## config.mk

```make
export PLATFORM = sky130hd
export DESIGN_NAME = reaction_timer
export DESIGN_NICKNAME = d
export VERILOG_FILES = /design/src/rtl/rt_pkg.sv /design/src/rtl/rt_wait_timer.sv /design/src/rtl/rt_react_counter.sv /design/src/rtl/rt_seq.sv /design/src/rtl/reaction_timer.sv
export SDC_FILE = /design/constraint.sdc
export NUM_CORES = 1
export LEC_CHECK = 0
export BUFFER_PORTS_ARGS = -buffer_cell sky130_fd_sc_hd__buf_4
export CAP_MARGIN = 20
export CORE_AREA = 2 2 49 51
export DETAILED_ROUTE_END_ITERATION = 12
export DIE_AREA = 0 0 51 53
export HOLD_SLACK_MARGIN = 0.02
export MAX_ROUTING_LAYER = met4
export PLACE_DENSITY = 0.8
export REMOVE_ABC_BUFFERS = 1
export SETUP_SLACK_MARGIN = 0.4
export SYNTH_ARGS = -nofsm -noshare
export SYNTH_HDL_FRONTEND = slang
export SYNTH_SLANG_ARGS = --single-unit
```

## constraint.sdc

```tcl
create_clock -name clk -period 2.6 [get_ports clk]
set_clock_uncertainty 0.2 [all_clocks]
set_input_delay 0.13 -clock clk [delete_from_list [all_inputs] [get_ports clk]]
set_output_delay 0.13 -clock clk [all_outputs]
set_load 0.005 [all_outputs]
```

## src/rtl/rt_pkg.sv

```systemverilog
package rt_pkg;

    typedef enum logic [1:0] {
        ST_IDLE = 2'd0,
        ST_WAIT = 2'd1,
        ST_GO   = 2'd2,
        ST_HOLD = 2'd3
    } rt_state_e;

    typedef struct packed {
        logic red;
        logic green;
    } rt_lamps_t;

    function automatic rt_lamps_t lamps_of(input rt_state_e s);
        rt_lamps_t l;
        l.red   = (s == ST_WAIT);
        l.green = (s == ST_GO);
        return l;
    endfunction

endpackage

```

## src/rtl/rt_wait_timer.sv

```systemverilog
module rt_wait_timer #(
    parameter int unsigned WAIT_TICKS = 1000
) (
    input  logic clk,
    input  logic rst,
    input  logic clr,
    input  logic run,
    output logic done
);
    localparam int unsigned TW = $clog2(WAIT_TICKS + 1);

    logic [TW-1:0] ticks;

    always_ff @(posedge clk) begin
        if (rst || clr)
            ticks <= '0;
        else if (run && !done)
            ticks <= ticks + 1'b1;
    end

    assign done = run && (ticks == TW'(WAIT_TICKS - 1));

    // the wait count never passes its terminal value
    p_wait_bound_r3: assert property (@(posedge clk) disable iff (rst)
        ticks < TW'(WAIT_TICKS));

endmodule

```

## src/rtl/rt_react_counter.sv

```systemverilog
module rt_react_counter #(
    parameter int unsigned CNT_W = 8
) (
    input  logic             clk,
    input  logic             rst,
    input  logic             clr,
    input  logic             en,
    output logic [CNT_W-1:0] q
);
    localparam logic [CNT_W-1:0] MAXV = '1;

    always_ff @(posedge clk) begin
        if (rst || clr)
            q <= '0;
        else if (en && q != MAXV)
            q <= q + 1'b1;
    end

    p_saturate_r7: assert property (@(posedge clk) disable iff (rst)
        (!clr && en && q == MAXV) |=> q == MAXV);

    p_step_r5: assert property (@(posedge clk) disable iff (rst)
        (!clr && en && q != MAXV) |=> q == CNT_W'($past(q) + 1'b1));

endmodule

```

## src/rtl/rt_seq.sv

```systemverilog
module rt_seq
    import rt_pkg::*;
(
    input  logic      clk,
    input  logic      rst,
    input  logic      start_i,
    input  logic      react_i,
    input  logic      wait_done_i,
    output rt_state_e state_o,
    output logic      wait_clr_o,
    output logic      wait_run_o,
    output logic      cnt_clr_o,
    output logic      cnt_en_o
);
    rt_state_e state, nxt;

    always_comb begin
        nxt        = state;
        wait_clr_o = 1'b0;
        wait_run_o = 1'b0;
        cnt_clr_o  = 1'b0;
        cnt_en_o   = 1'b0;
        unique case (state)
            ST_IDLE: if (start_i) begin
                nxt        = ST_WAIT;
                wait_clr_o = 1'b1;
                cnt_clr_o  = 1'b1;
            end
            ST_WAIT: begin
                wait_run_o = !react_i;
                if (react_i)          nxt = ST_IDLE;
                else if (wait_done_i) nxt = ST_GO;
            end
            ST_GO: begin
                cnt_en_o = !start_i && !react_i;
                if (react_i) nxt = ST_HOLD;
            end
            ST_HOLD: if (start_i) begin
                nxt        = ST_WAIT;
                wait_clr_o = 1'b1;
                cnt_clr_o  = 1'b1;
            end
            default: nxt = ST_IDLE;
        endcase
    end

    always_ff @(posedge clk) begin
        if (rst) state <= ST_IDLE;
        else     state <= nxt;
    end

    assign state_o = state;

    p_reset_r10: assert property (@(posedge clk)
        rst |=> state == ST_IDLE);

    p_start_r2: assert property (@(posedge clk) disable iff (rst)
        (state == ST_IDLE && start_i) |=> state == ST_WAIT);

    p_early_fail_r4: assert property (@(posedge clk) disable iff (rst)
        (state == ST_WAIT && react_i) |=> state == ST_IDLE);

    p_stop_r6: assert property (@(posedge clk) disable iff (rst)
        (state == ST_GO && react_i) |=> state == ST_HOLD);

endmodule

```

## src/rtl/reaction_timer.sv

```systemverilog
module reaction_timer
    import rt_pkg::*;
#(
    parameter int unsigned WAIT_TICKS = 1000,
    parameter int unsigned CNT_W      = 8
) (
    input  logic               clk,
    input  logic               rst,
    input  logic               start_btn,
    input  logic               react_btn,
    output logic               red_led,
    output logic               green_led,
    output logic [CNT_W-1:0]   elapsed,
    output logic [CNT_W/2-1:0] digit_hi,
    output logic [CNT_W/2-1:0] digit_lo
);
    localparam int unsigned NIB_W = CNT_W / 2;

    rt_state_e state;
    rt_lamps_t lamps;
    logic      wait_clr, wait_run, wait_done, cnt_clr, cnt_en;

    rt_seq u_seq (
        .clk         (clk),
        .rst         (rst),
        .start_i     (start_btn),
        .react_i     (react_btn),
        .wait_done_i (wait_done),
        .state_o     (state),
        .wait_clr_o  (wait_clr),
        .wait_run_o  (wait_run),
        .cnt_clr_o   (cnt_clr),
        .cnt_en_o    (cnt_en)
    );

    rt_wait_timer #(.WAIT_TICKS(WAIT_TICKS)) u_wait (
        .clk  (clk),
        .rst  (rst),
        .clr  (wait_clr),
        .run  (wait_run),
        .done (wait_done)
    );

    rt_react_counter #(.CNT_W(CNT_W)) u_cnt (
        .clk (clk),
        .rst (rst),
        .clr (cnt_clr),
        .en  (cnt_en),
        .q   (elapsed)
    );

    assign lamps     = lamps_of(state);
    assign red_led   = lamps.red;
    assign green_led = lamps.green;
    assign digit_hi  = elapsed[CNT_W-1 -: NIB_W];
    assign digit_lo  = elapsed[NIB_W-1:0];

    p_lamps_excl_r3: assert property (@(posedge clk) disable iff (rst)
        !(red_led && green_led));

    p_freeze_r6: assert property (@(posedge clk) disable iff (rst)
        (state == ST_HOLD && !start_btn) |=> $stable(elapsed));

    p_red_zero_r4: assert property (@(posedge clk) disable iff (rst)
        red_led |-> elapsed == '0);

endmodule

```

Yosys cells after proc, flatten, opt, wreduce, memory -nomap -nowiden

Index checks and enable logic that the tools add are counted.

Add/sub/neg operators: 2
$mul: 0
Divide/modulo/power cells: 0
$lt $le $gt $ge: 0
Equality and inequality tests: 8
Shift-type cells: 0
Mux-type cells: 9
Bitwise gates (word level): 0
Reductions and logical operators: 11

Operators with widths:

| kind                  | number |
|---|---|
| $add 10x1->10 const B | 1 |
| $eq 10x10->1 const B  | 1 |
| $add 8x1->8 const B   | 1 |
| $mux 2                | 4 |
| $ne 8x8->1 const B    | 1 |
| $pmux 2 s3            | 1 |
| $eq 2x2->1 const B    | 2 |
| $logic_and 1x1->1     | 4 |
| $mux 1                | 4 |
| $logic_not 1->1       | 3 |
| $ne 3x2->1 const B    | 1 |
| $reduce_and 3->1      | 1 |
| $eq 2x1->1 const B    | 1 |
| $logic_not 2->1       | 1 |
| $ne 2x1->1 const B    | 1 |
| $ne 2x2->1 const B    | 1 |
| $reduce_or 2->1       | 1 |
| $logic_or 1x1->1      | 1 |

Register bits after elaboration: 20
Latch bits: 0
RAM bits: 0
Memory bits (read-only): 0
Bits of input ports: 4
Word-level logic and storage cells: 33
Memories: 0

Logic depth before layout (Yosys ltp)

Depth in word-level cells: 6
Gate-level depth with buffers: 6
Mapped depth without buffers: 6

Modules after synthesis

From an unflattened synthesis, not the netlist that was laid out.

Cell total of the unflattened synthesis: 143
Area total of the unflattened synthesis: 1203.7 sq um

By module, submodules not included:

| module           | instances | cells each | area each (sq um) | sequential area each (sq um) |
|---|---|---|---|---|
| rt_wait_timer    | 1         | 65         | 549.3             | 200.2 |
| rt_react_counter | 1         | 48         | 421.7             | 160.2 |
| rt_seq           | 1         | 20         | 157.7             | 40.0 |
| reaction_timer   | 1         | 10         | 75.1              | 0.0 |

Least setup slack after synthesis

No wires, ideal clock.

Path kind: flip-flop to flip-flop
From: reg u_seq.state[0], in the netlist u_seq.state_o[0]
To: reg u_cnt.q[2]
Setup time: 0.070 ns
Arrival: 1.454 ns
Required time: 2.330 ns
Setup slack: 0.876 ns
Cell stages (with the launch flop): 7
Period minus slack after synthesis: 1.724 ns
Cells stage by stage: dfxtp_1 > inv_1 > ha_1 > nor3b_4 > o21ai_2 > or3_1 > a21oi_1

Elaborated cells on any way between the ends: 8
Those cells by class: eq/ne (2); mux (2); reduce/logical (4)

RTL lines:

| item                     | RTL line               | source |
|---|---|---|
| start: declaration       | rt_seq.sv:15           | `rt_state_e state, nxt;` |
| start signal: assignment | rt_seq.sv:49           | `else state <= nxt;` |
| $eq 2x2->1               | -                      |  |
| net green_led            | reaction_timer.sv:12   | `output logic green_led,` |
| $mux 1                   | rt_seq.sv:23           | `unique case (state)` |
| $logic_and 1x1->1        | rt_react_counter.sv:15 | `else if (en && q != MAXV)` |
| end signal: assignment   | rt_react_counter.sv:16 | `q <= q + 1'b1;` |
| end: declaration         | rt_react_counter.sv:8  | `output logic [CNT_W-1:0] q` |

The timed path passes the listed nets, and every way through them passes these cells.
A chain may end at the register's enable or synchronous reset.

Worst setup path after layout

From: reg u_seq.state[0], in the netlist u_seq.state_o[0]
To: reg u_cnt.q[2]

Longest elaborated chain between the ends: 4
Elaborated cells on any way between the ends: 8
Those cells by class: eq/ne (2); mux (2); reduce/logical (4)

Ends and longest elaborated chain:

| item                                          | RTL line               | source |
|---|---|---|
| $eq 2x2->1 or $logic_not 2->1 (tied branches) | rt_seq.sv:23           |  |
| $reduce_or 2->1 (no source line)              | -                      |  |
| $mux 1                                        | -                      |  |
| $logic_or 1x1->1                              | rt_react_counter.sv:13 | `if (rst \|\| clr)` |

Parallel ways exist; a longest one is shown, timed or not.

==> impl_metrics.csv <==
group,metric,value,unit
clock_tree,numCtsBuffers,3,
critical_path,worstPathMaxFanout,6,
layout,area_growth,15.2,%
timing,finalHoldViolCount,0,
timing,holdWs,0.0391,ns
global_routing,grt_use_total,19.7,%
pwr,power_density,565,nW/µm²
clock_tree,ctsHoldBuffers,2,
clock_tree,cts_tree,"done",
timing,rsz0062_at_grt,"no",
critical_path,crit_type,"reg -> reg",
critical_path,r2r_cells,6,
drt,drtIter0Drc,6,
timing,fin_crit_sh,72.5,%
global_routing,grt_overflow_total,0,
drt,post_drt_wl_per_cell,13.0,µm
timing,max_freq,531,MHz
placed_design,placed_cells,166,
floorplanning,fp.dieH,53,µm
layout,fill_cells,174,
outcome,status,"finished, final reports clean",
floorplanning,die_w,51,µm
clock_tree,cts_root_buffer,"clkbuf_4",
synth,synth_async_sr_flop_share,0,%
layout,postLayoutCellArea,1320,µm²
drt,ant_nets,0,
placed_design,dpl_cell_area,1260,µm²
global_routing,grt_pass1_vias,935,
placed_design,dp_hpwl,1670,µm
floorplanning,core_area,2150,µm²
layout,finalNonFillerCells,172,
floorplanning,die-area,2700,µm²
global_routing,grt_pass1_wl,3920,µm
synth,synth_common_cells,"20 x dfxtp_1, 15 x nor2_1, 9 x a21oi_1, 9 x buf_4, 7 x nand2_1",
synth,synth_flop_cell,"dfxtp_1",
synth,synth_edf_count,0,
synth,yosysSeqAreaShare,35.0,%
clock_tree,cts_setup_buffers,0,
layout,diodes,0,
clock_tree,cts_resized,0,
synth,synthCells,128,
timing,fin_crit,1.88,ns
timing,setup_viol,0,
synth,yosys_warnings,0,
synth,synth_seq_cells,20,
worst_hold_path,hold_class,"in -> reg",
timing,worst-slew-pin-transition,0.413,ns
global_routing,grt_max_degree,19,
drt,vias_per_cell,5.49,
clock_tree,clkLatencyLatePin,0.30,ns
critical_path,crit_path_end_kind,"flop",
synth,synth_top_area_cell,"dfxtp_1",
synth,ys_types,39,
timing,fin_tns_setup,0,ns
worst_hold_path,hold_path_depth,4,
floorplanning,rows,17,
synth,synth_most_common_cell,"dfxtp_1",
critical_path,cp.arrival,1.93,ns
critical_path,cp-start-kind,"flop",
synth,avgSynthCellArea,8.93,µm²
synth,synth_top_area_share,35.0,%
pwr,p_leak,0.534,nW
clock_tree,cts.htree.levels,1,
layout,nNetsFinal,154,
timing,slew_violations,0,
flow_run,drv_cap,0,
clock_tree,path_clk_slew,0.12,ns
drt,dr.pass1.iters,4,
floorplanning,initial_core_util,53.2,%
layout,drive_above_1_share,25.7,%
floorplanning,io_pins,22,
timing,relSlewSlack,72.4,%
clock_tree,cts.sinks,20,
drt,route.vias.total,945,
synth,synth_top_cells_by_area,"dfxtp_1 35%, buf_4 5.9%, ha_1 5.5%, nor2_1 4.9%, a21oi_1 3.9%",
drt,drc,0,
clock_tree,clk_path_buf_depth,2,
placed_design,io_buffers,21,
pwr,irDropWorstVdd,429,µV
global_routing,antenna_found_initial,0,
drt,wirelength,2240,µm
critical_path,required,2.65,ns
synth,synth.cell_area,1140,µm²
placed_design,place_congestion,0.884,
[per-layer routing]
layer | vias to the layer above | wire length, µm | track usage, %
li1 | 486 | - | -
met1 | 431 | 974 | 20.6
met2 | 24 | 1110 | 36.4
met3 | 4 | 111 | 5.08
met4 | 0 | 48 | 5.86
met5 | - | 0 | -
[layout by cell type, fill, tap and decap left out, drive strengths merged, types with 5 or more instances in the layout]
cell type / Yosys / routed
buf: 9 / 21
dfxtp: 20 / 20
nor2: 15 / 15
a21oi: 9 / 9
nand2: 7 / 7
xor2: 5 / 5
ha: 5 / 5
[registers in the layout (all words and copies together), names as in the netlist]
register       count
u_wait.ticks      10
u_cnt.q            8
u_seq.state_o      2
[where the power goes]
| group | switching, W | leakage [nW] | internal, W |
|---|---|---|---|
| clock network | 0.0000979 | 0.0210 | 0.0000855 |
| registers | 0.0000178 | 0.162 | 0.000323 |
| logic | 0.000124 | 0.352 | 0.0000969 |
| total | 0.000239 | 0.534 | 0.000505 |
[final timing paths]
kind               startpoint          endpoint  slack [ns]
min reg2reg  u_seq.state_o[1]  u_seq.state_o[1]        0.32
max          u_seq.state_o[0]        u_cnt.q[2]        0.72
max reg2reg  u_seq.state_o[0]        u_cnt.q[2]        0.72
min                 react_btn        u_cnt.q[4]        0.04
[through the flow]
stage          setup WS, ns  util [%]  power, W
6_report              0.715      61.3  0.000744
5_1_grt               0.601      61.3  0.000791
4_1_cts               0.724      61.3  0.000751
3_5_place_dp          0.748      58.7  0.000565
3_3_place_gp          0.822      58.7  0.000555
2_1_floorplan         0.876         -  0.000501
[kinds of logic after synthesis]
family / Yosys count / share of synthesized area (%)
AND/OR/NAND/NOR: 51 / 26.7
AO/OA/AOI/OAI: 25 / 15.3
flip-flops: 20 / 35.0
buffers and inverters: 15 / 7.88
XOR/XNOR: 8 / 6.13
adder cells (fa/ha/maj): 5 / 5.47
multiplexers: 4 / 3.50
[final cells by class]
class / count / area (µm²) / share of cell area [%]
Clock buffer: 4 / 36.3 / 2.75
Inverter: 4 / 15.0 / 1.14
Multi-Input combinational cell: 93 / 653 / 49.6
Sequential cell: 20 / 400 / 30.4
Tap cell: 28 / 35.0 / 2.66
Timing Repair Buffer: 23 / 178 / 13.5
[worst max-delay path: stages (launching register included)]
cell     delay [ns]
dfxtp_1        0.35
inv_1          0.10
ha_1           0.24
nor3b_4        0.34
o21ai_2        0.14
or3_1          0.32
a21oi_1        0.15
(Power assumes the default switching activity.)
